**config.mk**
```make
export PLATFORM = sky130hd
export DESIGN_NAME = gsrow_seq
export DESIGN_NICKNAME = d
export VERILOG_FILES = /design/src/rtl/gsrow_pkg.sv /design/src/rtl/gsrow_clkdiv.sv /design/src/rtl/gsrow_lut.sv /design/src/rtl/gsrow_pixmap.sv /design/src/rtl/gsrow_seq.sv
export SDC_FILE = /design/constraint.sdc
export NUM_CORES = 1
export LEC_CHECK = 0
export CAP_MARGIN = 20
export CORE_ASPECT_RATIO = 1.5
export CORE_MARGIN = 5
export CORE_UTILIZATION = 65
export CTS_CLUSTER_DIAMETER = 120
export CTS_CLUSTER_SIZE = 8
export DETAILED_ROUTE_END_ITERATION = 10
export HOLD_SLACK_MARGIN = 0.05
export PLACE_DENSITY = 0.91
export SETUP_SLACK_MARGIN = 0.02
export SLEW_MARGIN = 40
export SYNTH_ARGS = -nofsm -noshare
export SYNTH_HDL_FRONTEND = slang
export SYNTH_SLANG_ARGS = --single-unit
```
**constraint.sdc**
```tcl
create_clock -name clk -period 9 [get_ports clk]
set_input_delay 1.8 -clock clk [delete_from_list [all_inputs] [get_ports clk]]
set_output_delay 1.8 -clock clk [all_outputs]
set_load 0.05 [all_outputs]
```
**src/rtl/gsrow_pkg.sv**
```systemverilog
package gsrow_pkg;
  typedef enum logic [1:0] {
    MODE_NORMAL  = 2'd0,
    MODE_ALL_ON  = 2'd1,
    MODE_ALL_OFF = 2'd2,
    MODE_INVERT  = 2'd3
  } gs_mode_e;

  localparam int DEF_RST_CLKS = 4;
  localparam int DEF_PC1_CLKS = 6;
endpackage

```
**src/rtl/gsrow_clkdiv.sv**
```systemverilog
module gsrow_clkdiv #(
  parameter int DIV_W = 4
) (
  input  logic             clk,
  input  logic             rst,
  input  logic             osc_tick,
  input  logic [DIV_W-1:0] div_ratio,
  output logic             dclk_tick
);
  logic [DIV_W-1:0] cnt_q;

  assign dclk_tick = osc_tick && (cnt_q >= div_ratio);

  always_ff @(posedge clk) begin
    if (rst) begin
      cnt_q <= '0;
    end else if (osc_tick) begin
      cnt_q <= dclk_tick ? '0 : cnt_q + 1'b1;
    end
  end
endmodule

```
**src/rtl/gsrow_lut.sv**
```systemverilog
module gsrow_lut #(
  parameter int GW    = 4,
  parameter int LUT_W = 6,
  parameter int NRD   = 4
) (
  input  logic               clk,
  input  logic               rst,
  input  logic               we,
  input  logic [GW-1:0]      waddr,
  input  logic [LUT_W-1:0]   wdata,
  input  logic [NRD*GW-1:0]  raddr,
  output logic [NRD*LUT_W-1:0] rdata
);
  localparam int NENT = 1 << GW;

  logic [LUT_W-1:0] tab_q [NENT];

  always_ff @(posedge clk) begin
    if (rst) begin
      for (int i = 0; i < NENT; i++) tab_q[i] <= LUT_W'(i);
    end else if (we && (waddr != '0)) begin
      tab_q[waddr] <= wdata;
    end
  end

  for (genvar r = 0; r < NRD; r++) begin : g_rd
    logic [GW-1:0] idx;
    assign idx = raddr[r*GW +: GW];
    assign rdata[r*LUT_W +: LUT_W] = (idx == '0) ? '0 : tab_q[idx];
  end
endmodule

```
**src/rtl/gsrow_pixmap.sv**
```systemverilog
module gsrow_pixmap
  import gsrow_pkg::*;
#(
  parameter int GW = 4
) (
  input  logic [GW-1:0] code,
  input  gs_mode_e      mode,
  output logic [GW-1:0] level
);
  always_comb begin
    unique case (mode)
      MODE_ALL_ON:  level = '1;
      MODE_ALL_OFF: level = '0;
      MODE_INVERT:  level = ~code;
      default:      level = code;
    endcase
  end
endmodule

```
**src/rtl/gsrow_seq.sv**
```systemverilog
module gsrow_seq
  import gsrow_pkg::*;
#(
  parameter int NCOL    = 4,
  parameter int GW      = 4,
  parameter int LUT_W   = 6,
  parameter int DIV_W   = 4,
  parameter int PH_W    = 4,
  parameter int ROW_W   = 7,
  parameter int MUX_W   = 7,
  parameter int ROW_MIN = 20,
  parameter int MUX_MIN = 15
) (
  input  logic                 clk,
  input  logic                 rst,
  input  logic                 osc_tick,
  input  logic [DIV_W-1:0]     cfg_div,
  input  logic [2*PH_W-1:0]    cfg_phase,
  input  logic [PH_W-1:0]      cfg_pc2,
  input  logic [ROW_W-1:0]     cfg_row_clks,
  input  logic [MUX_W-1:0]     cfg_mux,
  input  logic [1:0]           cfg_mode,
  input  logic                 lut_we,
  input  logic [GW-1:0]        lut_addr,
  input  logic [LUT_W-1:0]     lut_data,
  input  logic [NCOL*GW-1:0]   pix_codes,
  output logic                 ph_reset,
  output logic                 ph_pre1,
  output logic                 ph_pre2,
  output logic                 ph_drive,
  output logic [NCOL-1:0]      col_pc,
  output logic [NCOL-1:0]      col_en,
  output logic                 row_stb,
  output logic                 frame_stb
);
  localparam int SUM_W = PH_W + 3;
  localparam int CMP_W = (ROW_W > SUM_W) ? ROW_W : SUM_W;

  // latched row configuration
  logic [DIV_W-1:0]     div_q;
  logic [PH_W:0]        p1_q, p2_q;
  logic [PH_W-1:0]      p3_q;
  logic [ROW_W-1:0]     len_q;
  logic [MUX_W-1:0]     rows_m1_q;
  logic [NCOL*GW-1:0]   lvl_q;
  logic [NCOL*LUT_W-1:0] wid_q;

  // row state
  logic             first_q;
  logic [ROW_W-1:0] pos_q;
  logic [MUX_W-1:0] row_q;
  logic             row_stb_q, frame_stb_q;

  logic                  dtick;
  logic [NCOL*GW-1:0]    lvl_now;
  logic [NCOL*LUT_W-1:0] wid_now;

  gsrow_clkdiv #(.DIV_W(DIV_W)) u_div (
    .clk      (clk),
    .rst      (rst),
    .osc_tick (osc_tick),
    .div_ratio(div_q),
    .dclk_tick(dtick)
  );

  for (genvar c = 0; c < NCOL; c++) begin : g_map
    gsrow_pixmap #(.GW(GW)) u_map (
      .code (pix_codes[c*GW +: GW]),
      .mode (gs_mode_e'(cfg_mode)),
      .level(lvl_now[c*GW +: GW])
    );
  end

  gsrow_lut #(.GW(GW), .LUT_W(LUT_W), .NRD(NCOL)) u_lut (
    .clk  (clk),
    .rst  (rst),
    .we   (lut_we),
    .waddr(lut_addr),
    .wdata(lut_data),
    .raddr(lvl_now),
    .rdata(wid_now)
  );

  logic             row_end, start, wrap;
  logic [ROW_W-1:0] len_in;
  logic [MUX_W-1:0] rows_in;

  assign row_end = (pos_q == len_q - 1'b1);
  assign start   = dtick && (first_q || row_end);
  assign wrap    = first_q || (row_q == rows_m1_q);
  assign len_in  = (cfg_row_clks < ROW_W'(ROW_MIN)) ? ROW_W'(ROW_MIN) : cfg_row_clks;
  assign rows_in = (cfg_mux < MUX_W'(MUX_MIN)) ? MUX_W'(MUX_MIN) : cfg_mux;

  always_ff @(posedge clk) begin
    if (rst) begin
      first_q     <= 1'b1;
      pos_q       <= '0;
      row_q       <= '0;
      len_q       <= ROW_W'(ROW_MIN);
      rows_m1_q   <= '1;
      div_q       <= '0;
      p1_q        <= (PH_W+1)'(DEF_RST_CLKS);
      p2_q        <= (PH_W+1)'(DEF_PC1_CLKS);
      p3_q        <= '0;
      lvl_q       <= '0;
      wid_q       <= '0;
      row_stb_q   <= 1'b0;
      frame_stb_q <= 1'b0;
    end else begin
      row_stb_q   <= start;
      frame_stb_q <= start && wrap;
      if (start) begin
        first_q   <= 1'b0;
        pos_q     <= '0;
        row_q     <= wrap ? '0 : row_q + 1'b1;
        len_q     <= len_in;
        rows_m1_q <= rows_in;
        div_q     <= cfg_div;
        p1_q      <= {1'b0, cfg_phase[PH_W-1:0]} + 1'b1;
        p2_q      <= {1'b0, cfg_phase[2*PH_W-1:PH_W]} + 1'b1;
        p3_q      <= cfg_pc2;
        lvl_q     <= lvl_now;
        wid_q     <= wid_now;
      end else if (dtick) begin
        pos_q <= pos_q + 1'b1;
      end
    end
  end

  // phase decode from registered row state
  logic [CMP_W-1:0] t1, t2, t3, posx, doff;
  assign t1   = CMP_W'(p1_q);
  assign t2   = t1 + CMP_W'(p2_q);
  assign t3   = t2 + CMP_W'(p3_q);
  assign posx = CMP_W'(pos_q);
  assign doff = posx - t3;

  assign ph_reset = !first_q && (posx < t1);
  assign ph_pre1  = !first_q && (posx >= t1) && (posx < t2);
  assign ph_pre2  = !first_q && (posx >= t2) && (posx < t3);
  assign ph_drive = !first_q && (posx >= t3);

  for (genvar c = 0; c < NCOL; c++) begin : g_col
    logic lit;
    assign lit       = (lvl_q[c*GW +: GW] != '0);
    assign col_pc[c] = lit && (ph_pre1 || ph_pre2);
    assign col_en[c] = lit && ph_drive && (CMP_W'(wid_q[c*LUT_W +: LUT_W]) > doff);
  end

  assign row_stb   = row_stb_q;
  assign frame_stb = frame_stb_q;
endmodule

```
Yosys cells after proc, flatten, opt, wreduce, memory -nomap -nowiden
Memories as Yosys holds them, arrays and structs flattened.
Index checks and enable logic that the tools add are counted.
{ "totals": {"reg_bits": 93, "in_bits": 62, "mem_count": 1, "wordCells": 103, "mem_bits_rw": 96} }
{ "memory_table": {"columns": ["memory", "words", "width", "rd", "rd_clocked_by_memory_dff", "wr", "line", "rtl"], "rows": [
  ["u_lut.tab_q", 16, 6, 4, 0, 16, "gsrow_lut.sv:16", "logic [LUT_W-1:0] tab_q [NENT];"]
]} }
{ "op_classes": {"n_eq_ne": 5, "magnitude_cmp": 13, "add_sub_neg": 9, "n_bitwise": 4, "reduce_logical": 37, "mux": 20} }
{ "ops": {"columns": ["cell", "n"], "rows": [
  ["4-bit one-hot mux with 3 select lines", 4],
  ["6-bit 2-to-1 mux", 5],
  ["6-bit by 7-bit > comparator with 1-bit output", 4],
  ["1-bit logical AND", 22],
  ["7-bit 2-to-1 mux", 3],
  ["4-bit nonzero test", 5],
  ["4-bit logical NOT", 4],
  ["4-bit NOT", 4],
  ["7-bit by 1-bit adder with 7-bit output (second input constant)", 2],
  ["7-bit == test", 2],
  ["4-bit by 1-bit adder with 5-bit output (second input constant)", 2],
  ["4-bit 2-to-1 mux", 2],
  ["6-bit by 4-bit adder with 7-bit output", 1],
  ["7-bit by 5-bit greater-or-equal comparator with 1-bit output", 1],
  ["7-bit by 6-bit greater-or-equal comparator with 1-bit output", 1],
  ["7-bit greater-or-equal comparator", 1],
  ["7-bit by 4-bit < comparator with 1-bit output (second input constant)", 1],
  ["7-bit by 5-bit < comparator with 1-bit output", 1],
  ["7-bit by 5-bit < comparator with 1-bit output (second input constant)", 1],
  ["7-bit by 6-bit < comparator with 1-bit output", 1],
  ["7-bit < comparator", 1],
  ["7-bit by 1-bit subtractor with 7-bit output (second input constant)", 1],
  ["7-bit subtractor", 1],
  ["5-bit by 5-bit adder with 6-bit output", 1],
  ["other kinds (9)", 17]
]} }

Longest topological paths before layout
Gate-level depths: netlist of the first run.
{ "logic_depth": {"ltp_word": 7, "ltp_mapped": 18, "mapped_depth_nobuf": 18} }

Hierarchy
Synthesis of the first run repeated with hierarchy kept, for this count alone.
{ "unflattened": {"cells_unflattened": 1044, "hier_area_um2": 11912.7} }
{ "by_module_without_submodules": {"columns": ["mod", "seq_area_each_um2", "n_inst", "area_each_um2", "cells_per_inst"], "rows": [
  ["gsrow_lut", 2732.6, 1, 6551.3, 477],
  ["gsrow_seq", 1781.7, 1, 4863.4, 512],
  ["gsrow_clkdiv", 80.1, 1, 322.8, 35],
  ["gsrow_pixmap", 0.0, 4, 43.8, 5]
]} }

Worst setup path after synthesis of the first run
No wires, ideal clock.
{ "synth_timing": {"path_type": "reg2out", "startpoint": "reg p1_q[0]", "endpoint": "out col_pc[0]", "slack_ns": 1.388, "arrival_time_ns": 5.812, "path_buffers": 0, "stages_incl_launch_ff": 14, "path_cell_list": "dfxtp_1 > ha_1 > inv_1 > fa_1 > inv_1 > a21o_1 > a21oi_1 > xor2_1 > ha_1 > a21o_1 > a211o_1 > a2111oi_0 > a21oi_1 > nor2_1"} }
{ "synth_lines": {"columns": ["item", "line", "rtl"], "rows": [
  ["start, declared", "gsrow_seq.sv:41", "logic [PH_W:0] p1_q, p2_q;"],
  ["start signal, assigned", "gsrow_seq.sv:102", "p1_q <= (PH_W+1)'(DEF_RST_CLKS);"],
  ["start signal, assigned", "gsrow_seq.sv:119", "p1_q <= {1'b0, cfg_phase[PH_W-1:0]} + 1'b1;"],
  ["5-bit by 5-bit adder with 6-bit output / 7-bit by 5-bit greater-or-equal comparator with 1-bit output (equally long branches)", "gsrow_seq.sv:133, gsrow_seq.sv:139", null],
  ["7-bit by 6-bit < comparator with 1-bit output / 1-bit logical AND (equally long branches)", "gsrow_seq.sv:139", "assign ph_pre1 = !first_q && (posx >= t1) && (posx < t2);"],
  ["1-bit logical AND *", "gsrow_seq.sv:139", null],
  ["named net ph_pre1", "gsrow_seq.sv:28", "output logic ph_pre1,"],
  ["1-bit logical OR *", "gsrow_seq.sv:146", "assign col_pc[c] = lit && (ph_pre1 || ph_pre2);"],
  ["1-bit logical AND *", "gsrow_seq.sv:146", null],
  ["end, declared", "gsrow_seq.sv:31", "output logic [NCOL-1:0] col_pc,"]
]} }
The timed path passes the listed nets; every way through them passes the cells marked *.

Worst setup path after layout of the first run
{ "layout_timing": {"startpoint": "reg p1_q[0]", "endpoint": "out col_en[3]"} }
{ "layout_between": {"elab_chain_len": 6} }
{ "layout_lines": {"columns": ["item", "line", "rtl"], "rows": [
  ["5-bit by 5-bit adder with 6-bit output *", "gsrow_seq.sv:133", "assign t2 = t1 + CMP_W'(p2_q);"],
  ["6-bit by 4-bit adder with 7-bit output *", "gsrow_seq.sv:134", "assign t3 = t2 + CMP_W'(p3_q);"],
  ["branches (longest 3 deep; another with 7-bit subtractor)", null, null],
  ["1-bit logical AND *", "gsrow_seq.sv:147", "assign col_en[c] = lit && ph_drive && (CMP_W'(wid_q[c*LUT_W +: LUT_W]) > doff);"],
  ["end, declared", "gsrow_seq.sv:32", "output logic [NCOL-1:0] col_en,"]
]} }
Mark *: on every way between the ends.

==> out/metrics.cfg, run 1 <==
[power_and_ir_drop]
power.leakage_nw=5.60
powerDensity_nw_per_um2=198
peakVddDrop_mv=0.171
finalPower_mw=2.85

[floorplan]
initial_core_util=0.656
die_y_um=182
coreArea_sq_um=19600
die-area_sq_um=22800
num_io_pins=76
die_w_um=125
rows=63

[timing]
skew_ps=10.8
final-max-slew-violation-count=0
timing.setup.tns_ps=0
holdWs_ps=466
max_freq_mhz=137
fin_crit_ps=7280
slew-limit-headroom=0.451
worstMarginPinSlew_ps=803
rsz0062_at_grt=no
finalHoldViolCount=0
setup_violations=0
finalCritPeriodShare=0.808

[layout]
mostFrequentLayoutCells=nand2_1 (161), mux2i_1 (107), nor2_1 (96), dfxtp_1 (93), edfxtp_1 (93)
nFillCells=1394
syn_to_final_growth_pct=11.6
postLayoutCoreUtil=0.732
final_nets=1562
drive_gt1_frac=0.0867
layout_commonest_cell=nand2_1
n_antenna_cell=0

[synthesis]
avgSynthCellArea_sq_um=9.14
synthCells=1410
syn_area_sq_um=12900
seq_area_frac_synth=0.361
ys_types=76
postSynth.asyncResetShare=0
synth-edff-count=93
ys_ff_latch=186
synth_area_leaders=edfxtp_1 (22%), dfxtp_1 (14%), mux2i_1 (8.8%)
synth_flop_cell=edfxtp_1
synth_top_cell_area_share=0.217
synth.largest_area_cell=edfxtp_1
yosysWarnings=0

[worst_setup_path]
r2r-start=pos_q[4]
slowest_stage=clkdlybuf4s50_1
ff2ff_setup_slack_ps=5640
critPathArrivalTime_ps=5480
worst-path-buf-inv=4
path_class=flop to primary output
cpPeakStageDelay_ps=850
worstPathRequired_ps=7200
r2r_cells=8
cp-end-kind=primary output
r2r_end=wid_q[11]
startpoint_type=flop
crit_chain=ha_1 -> inv_1 -> fa_1 -> inv_1 -> ha_1 -> a21o_1 -> a21oi_1 -> inv_1 -> a21oi_1 -> nor2_1 -> xor2_1 -> ha_1 -> nand2_1 -> nor3_1 -> a41oi_1 -> a311o_1 -> a21o_1 -> nor4_1 -> clkdlybuf4s50_1
cp_max_fo=8
cp_top_family=adder cells

[global_route]
grt_pass1_wl_mm=61.0
track_usage=0.339
grt-ovfl-total=0
antenna_found_initial=0
grt_max_degree=57
grt_pass1_vias=11459

[routing]
routed_wl_mm=39.3
vias=11871
dr.pass1.iters=6
postRouteAntennaNets=0
vias_per_cell=6.93
drt_iter0_drc=1672
avgRoutedWirePerCell_um=23.0
drc_errors=0

[clock_network]
cts_max_level=4
cts.sinks=186
cts_tree=built
numCtsBuffers=17
cts_max_path_buffers=2
hold_buffers=0
post_cts_buffers=0
clk_latency_ps=450
cts_root_buffer=clkbuf_16
post_cts_resized=0
clk_pin_slew_worst_paths_ps=80

[worst_hold_path]
min-delay-start=wid_q[8]
whs_path_depth=2
hold_end=wid_q[8]
min_path_type=flop to flop

[status]
status=completed

[placement]
portBuffers=75
hpwl_mm=28.4
gp_congestion=1.04

[job]
cap_violations=0

-- worst max path at each step --
stage	start	end	slack (ps)	cells after the start
after global routing	p1_q[0]	col_en[1]	1360	19
after CTS	p1_q[0]	col_en[3]	1740	19
final	p1_q[0]	col_en[3]	1720	19
after floorplan	p1_q[0]	col_pc[0]	1390	13
after detailed placement	p1_q[0]	col_en[3]	2250	19
after global placement	p1_q[0]	col_en[2]	2330	19
-- Yosys cell counts (12+ instances only) --
master	instances
ha_1	57
mux2i_1	113
nor2b_1	16
nand4_1	14
o22ai_1	12
o21ai_0	67
and2_1	61
nand2_1	161
nor3_1	22
xnor2_1	16
and3_1	24
dfxtp_1	93
edfxtp_1	93
mux4_2	20
inv_1	43
nand3_1	53
a311oi_1	19
a21oi_1	67
buf_2	16
nand2b_1	28
or3_1	34
nor2_1	97
xor2_1	23
clkbuf_1	60
a211oi_2	13
-- where the power goes --
group | internal [mW] | switching [mW]
combinational | 0.430 | 0.605
sequential | 0.969 | 0.0854
clock | 0.380 | 0.376
-- state kept, by name (all words and copies together), names as in the netlist --
signal and flops:
p1_q 5, u_div.cnt_q 4, pos_q 7, u_lut.tab_q 93, row_stb 1, p2_q 5
rows_m1_q 7, frame_stb 1, len_q 7, lvl_q 16, row_q 7, div_q 4
p3_q 4, first_q 1, wid_q 24
-- routing by layer --
metal | vias to the layer above | routed length, um | GRT usage
li1 | 5264 | - | -
met1 | 5552 | 13200 | 0.368
met2 | 815 | 19100 | 0.581
met3 | 240 | 3490 | 0.0665
met4 | 0 | 3510 | 0.257
met5 | - | 0 | 0
-- per-stage QoR --
stage          setup WS [ps]  std cells  cell area (sq um)
2_1_floorplan           1390       1412              12900
3_3_place_gp            2330       1681              13800
3_5_place_dp            2250       1681              13800
4_1_cts                 1740       1713              14400
5_1_grt                 1360       1713              14400
6_report                1720       1713              14400
-- cells by family after synthesis --
| kind of cell | Yosys count | synth area share |
|---|---|---|
| fa+ha+maj | 60 | 0.0600 |
| simple gates | 534 | 0.204 |
| compound gates | 309 | 0.168 |
| mux | 146 | 0.135 |
| other cells | 1 | 0.000291 |
| buf+inv | 135 | 0.0454 |
| xor+xnor | 39 | 0.0265 |
| flops | 186 | 0.361 |
-- tightest hold or removal path, delay by kind of cell, from the launching register on --
family	cells	cell delay, ps
and+or+nand+nor	1	50
AOI/OAI and AO/OA	1	50
DFF	1	320
-- area by class of cell --
| cell class | instances | area (sq um) | area share |
|---|---|---|---|
| multi-input cells | 1091 | 7720 | 0.537 |
| flip-flops and latches | 186 | 4650 | 0.324 |
| repair buffers | 98 | 918 | 0.0639 |
| clock buffers | 18 | 439 | 0.0306 |
| well taps | 260 | 325 | 0.0226 |
| inverters | 46 | 173 | 0.0120 |
| clock inverters | 14 | 148 | 0.0103 |
No activity file was read; power rests on OpenSTA's default activity.
==> run 2, diff against run 1 <==
Settings changed: CORE_UTILIZATION 65 to 55, PLACE_DENSITY 0.91 to 0.82.
Clock period 9 ns to 5.9 ns, I/O delays scaled along.
==> run 2 against run 1 <==
Final cell count is 3.6% higher. Clock-buffer cell count is 1 lower. Sequential cell count did not move. Core utilization shrank 9.3 points. Die area increased by 17%. Power rose by 56%. Design area is 2.5% higher. Worst setup slack worse by 1500 ps. Critical path type unchanged. Largest cell class unchanged.
==> out/metrics.cfg, run 2 (same netlist as run 1, synthesis figures left out) <==
[global_route]
grt_pass1_wl_mm=61.9  ; +1.4%
grt-ovfl-total=0  ; unchanged
grt_pass1_vias=11213  ; -2.1%
antenna_found_initial=0  ; unchanged
track_usage=0.296  ; -0.0422
grt_max_degree=53  ; -7.0%

[floorplan]
die-area_sq_um=26600  ; +17%
coreArea_sq_um=23100  ; +17%
die_w_um=135  ; +8.0%
initial_core_util=0.559  ; -0.0976
rows=68  ; +7.9%
num_io_pins=76  ; unchanged
die_y_um=197  ; +8.2%

[layout]
largest_reg_flops=93  ; unchanged
top_regs=u_lut.tab_q x93, wid_q x24, lvl_q x16
syn_to_final_growth_pct=14.4
regArea_sq_um=4660  ; about the same
drive_gt1_frac=0.105  ; +0.0181
multi_input_area_sq_um=7870  ; +1.9%
final_nets=1568  ; +0.38%
postLayoutCoreUtil=0.639  ; -0.0934
mostFrequentLayoutCells=nand2_1 (160), mux2i_1 (107), nor2_1 (95), edfxtp_1 (93), dfxtp_1 (92)
nFillCells=1847  ; +32%
finalInstanceArea_sq_um=14700  ; +2.5%
regMostFlops=u_lut.tab_q
layout_commonest_cell=nand2_1
n_antenna_cell=0  ; unchanged
final_cell_count_no_fill=1774  ; +3.6%

[job]
cap_violations=0  ; unchanged

[power_and_ir_drop]
finalPower_mw=4.45  ; +56%
power_frac_comb=0.365  ; about the same
peakVddDrop_mv=0.227  ; +33%
p_seq_frac=0.364  ; -0.007
power.leakage_nw=5.80  ; +3.5%
clock_power_share=0.271  ; +0.005
p_sw_mw=1.70  ; +60%
swShare=0.383  ; +0.00794
powerDensity_nw_per_um2=302  ; +52%
intPower_mw=2.75  ; +54%

[worst_hold_path]
min_path_type=flop to flop

[placement]
dpl.cell_count=1741  ; +3.6%
gp_congestion=0.995  ; -4.6%
hpwl_mm=29.6  ; +4.4%
portBuffers=75  ; unchanged
place_area_sq_um=14000  ; +1.3%
pre_cts_slack_ps=267  ; -1980 ps

[clock_network]
cts.sinks=186  ; unchanged
numCtsBuffers=17  ; unchanged
cts_root_buffer=clkbuf_16
clk_pin_slew_worst_paths_ps=80  ; about the same
cts_tree=built
clk_latency_ps=450  ; about the same
cts_max_path_buffers=2  ; unchanged
cts_max_level=4  ; unchanged

[worst_setup_path]
path_class=flop to primary output
cp_max_fo=4  ; -4
cp-end-kind=primary output
worstPathRequired_ps=4720  ; -2480 ps
critPathArrivalTime_ps=4520  ; -960 ps
startpoint_type=flop

[routing]
drc_errors=0  ; unchanged
vias=11442  ; -3.6%
routed_wl_mm=39.5  ; +0.52%
dr.pass1.iters=6  ; unchanged
avgRoutedWirePerCell_um=22.3  ; -2.9%
drt_iter0_drc=1043  ; -38%
vias_per_cell=6.45  ; -6.9%
postRouteAntennaNets=0  ; unchanged

[timing]
slew-limit-headroom=0.431  ; -0.0195
max_freq_mhz=175
fin_crit_ps=5700
final-max-slew-violation-count=0  ; unchanged
finalHoldViolCount=0  ; unchanged
finalCritPeriodShare=0.966
skew_ps=21.7  ; +10.9 ps
worstMarginPinSlew_ps=846  ; +42.2 ps
holdWs_ps=456  ; -10.3 ps
setup_violations=0  ; unchanged
worst_slack_ps=199  ; -1530 ps
timing.setup.tns_ps=0  ; unchanged

[status]
status=completed

-- run 2: cell types whose count changed in the layout (fill, tap and decap cells not counted), sizes merged --
cell           previous run  this run
clkinv                    5         7
dlymetal6s2s              0         4
inv                      55        54
buf                      24        34
dlygate4sd2               0         1
clkdlybuf4s50            74        65
clkbuf                   18        17
-- run 2: area by class of cell --
cell class | instances | area share
repair buffers | 104 | 0.0690
well taps | 315 | 0.0268
clock inverters | 15 | 0.0138
inverters | 46 | 0.0117
flip-flops and latches | 186 | 0.316
multi-input cells | 1091 | 0.534
clock buffers | 17 | 0.0289
-- run 2: what timing repair did --
action	4_1_cts	5_1_grt
gates resized for setup	10	13
pin swaps	1	7
endpoints found under the setup margin	8	8
buffers inserted	1	0
hold buffers	0	0
-- run 2: routing by layer --
metal	routed length, um	GRT usage	share of wire	vias up
li1	-	-	-	5278
met1	13900	0.330	0.35	5391
met5	0	0	0	-
met2	19800	0.522	0.50	598
met3	2650	0.0426	0.067	175
met4	3130	0.198	0.079	0
-- run 2: final timing paths --
path	startpoint	to	slack (ps)	depth (start not counted)
worst max register to register	u_div.cnt_q[0]	wid_q[20]	2790	10
worst min register to register	wid_q[6]	wid_q[6]	460	2
worst max-delay path	p1_q[0]	col_en[0]	200	19
worst min-delay path	wid_q[6]	wid_q[6]	460	2
-- run 2: worst max-delay path, cell delays in order (launching register included) --
cell	delay (ps)
dfxtp_2	350
ha_1	170
inv_1	60
fa_1	530
inv_1	90
ha_1	280
a21o_1	190
a21oi_2	170
inv_1	50
a21oi_1	140
nor2_1	60
xor2_1	160
ha_1	320
nand2_1	70
nor3_1	150
a41oi_1	190
a311o_1	380
a21o_4	270
nor4b_4	270
buf_12	180
-- run 2: power by group through the flow --
stage	registers (mW)	logic (mW)	clock network [mW]
6_report	1.62	1.62	1.21
5_1_grt	1.63	1.79	1.26
4_1_cts	1.61	1.59	1.21
3_5_place_dp	1.64	1.54	0
3_3_place_gp	1.63	1.50	0
2_1_floorplan	1.58	1.16	0
==> run 3, diff against run 2 <==
Settings changed: CORE_UTILIZATION 55 to 50, PLACE_DENSITY 0.82 to 0.74, SKIP_CTS_REPAIR_TIMING from default to 1.
Clock period 5.9 ns to 6 ns, I/O delays scaled along.
==> run 3 against run 2 <==
Critical path depth down 1. Wire length up 3.2%. Global-route usage down 1.9 points. Final cell count up 0.85%. Clock-buffer cell count up 4. Highest routed layer unchanged.
==> out/metrics.cfg, run 3 (same netlist as run 1, synthesis figures left out) <==
[worst_setup_path]
r2r_cells=8  ; -2
cp_num_cells=18  ; -1
cp_max_fo=5  ; +1
worstPathRequired_ps=4800  ; +80 ps
critPathArrivalTime_ps=4610  ; +90 ps
cp_top_family=adder cells
cp-end-kind=primary output
startpoint_type=flop
worst-path-buf-inv=3  ; -1
cpPeakStageDelay_ps=420  ; -110 ps
slowest_stage=fa_1
crit_chain=ha_1 -> inv_1 -> fa_1 -> xnor2_1 -> ha_1 -> a21oi_2 -> inv_1 -> a21oi_2 -> nor2_1 -> xor2_1 -> ha_2 -> nand2_1 -> nor3_2 -> a41oi_2 -> a311o_1 -> a21o_4 -> nor4b_4 -> buf_12
path_class=flop to primary output

[layout]
multi_input_area_sq_um=7890  ; +0.29%
regArea_sq_um=4660  ; unchanged
final_nets=1565  ; -0.19%
top_regs=u_lut.tab_q x93, wid_q x24, lvl_q x16
syn_to_final_growth_pct=14.6
postLayoutCoreUtil=0.577  ; -0.0620
n_antenna_cell=0  ; unchanged
layout_commonest_cell=nand2_1
regMostFlops=u_lut.tab_q
finalInstanceArea_sq_um=14800  ; +0.19%
largest_reg_flops=93  ; unchanged
nFillCells=2259  ; +22%
drive_gt1_frac=0.104  ; -0.000471
mostFrequentLayoutCells=nand2_1 (160), mux2i_1 (107), nor2_1 (96), edfxtp_1 (93), dfxtp_1 (92)

[global_route]
grt-ovfl-total=0  ; unchanged
grt_pass1_wl_mm=62.9  ; +1.7%
track_usage=0.278  ; -0.0188
grt_max_degree=53  ; unchanged
antenna_found_initial=0  ; unchanged
grt_pass1_vias=11344  ; +1.2%

[power_and_ir_drop]
peakVddDrop_mv=0.198  ; -13%
power.leakage_nw=5.80  ; about the same
powerDensity_nw_per_um2=297  ; -1.5%

[timing]
finalHoldViolCount=0  ; unchanged
worst_slack_ps=193  ; -6.11 ps
holdWs_ps=471  ; +14.7 ps
final-max-slew-violation-count=0  ; unchanged
timing.setup.tns_ps=0  ; unchanged
fin_crit_ps=5810
rsz0062_at_grt=yes
max_freq_mhz=172
slew-limit-headroom=0.315  ; -0.116
skew_ps=16.5  ; -5.23 ps
finalCritPeriodShare=0.968
setup_violations=0  ; unchanged
worstMarginPinSlew_ps=1020  ; +173 ps

[placement]
gp_congestion=1.00  ; +0.74%
pre_cts_slack_ps=393  ; +126 ps
portBuffers=75  ; unchanged
hpwl_mm=30.3  ; +2.4%
place_area_sq_um=14000  ; +0.19%

[floorplan]
die-area_sq_um=29100  ; +9.4%
num_io_pins=76  ; unchanged
coreArea_sq_um=25600  ; +11%
die_y_um=207  ; +4.6%
initial_core_util=0.504  ; -0.0552
rows=72  ; +5.9%
die_w_um=141  ; +4.5%

[routing]
vias=11403  ; -0.34%
avgRoutedWirePerCell_um=22.8  ; +2.3%
drt_iter0_drc=986  ; -5.5%
drc_errors=0  ; unchanged
routed_wl_mm=40.8  ; +3.2%
vias_per_cell=6.37  ; -1.2%
postRouteAntennaNets=0  ; unchanged
dr.pass1.iters=8  ; +2

[worst_hold_path]
whs_path_depth=2  ; unchanged
min_path_type=flop to flop

[job]
cap_violations=0  ; unchanged

[clock_network]
numCtsBuffers=17  ; unchanged
clk_pin_slew_worst_paths_ps=80  ; about the same
cts_root_buffer=clkbuf_16
cts_max_level=4  ; unchanged
cts.sinks=186  ; unchanged
cts_tree=built
clk_latency_ps=450  ; about the same
cts_max_path_buffers=2  ; unchanged

[status]
status=completed

==> run 3: cell type report <==
| class | instances | share of cell area |
|---|---|---|
| Multi-Input combinational cell | 1091 | 0.534 |
| Sequential cell | 186 | 0.315 |
| Clock inverter | 11 | 0.00814 |
| Clock buffer | 21 | 0.0341 |
| Inverter | 46 | 0.0117 |
| Timing Repair Buffer | 101 | 0.0681 |
| Tap cell | 333 | 0.0282 |
==> run 3: through the flow <==
step,instances,total power [mW]
floorplan,1412,2.69
global placement,1754,3.08
detailed placement,1756,3.14
CTS,1788,4.30
global route,1789,4.62
finish,1789,4.39
==> run 3: tightest hold or removal path, stage by stage (launching register included) <==
cell and delay (ps):
dfxtp_1 320, nand2_1 50, a21oi_1 50
==> run 3: report_power, final <==
part           leakage (nW)  switching, mW  internal, mW
Clock                 0.309          0.548         0.626
Combinational          3.83          0.952         0.674
Sequential             1.66          0.134          1.45
==> run 3: metal layers <==
| layer | global-route usage | wire length, um |
|---|---|---|
| met1 | 0.303 | 14600 |
| met2 | 0.487 | 20400 |
| met5 | 0 | 0 |
| met4 | 0.194 | 3230 |
| met3 | 0.0472 | 2530 |
==> run 3: worst paths after layout <==
kind | to | from | slack [ps]
max | col_en[0] | p1_q[0] | 190
min | p2_q[4] | p2_q[4] | 470
max reg2reg | wid_q[11] | len_q[2] | 2900
min reg2reg | p2_q[4] | p2_q[4] | 470
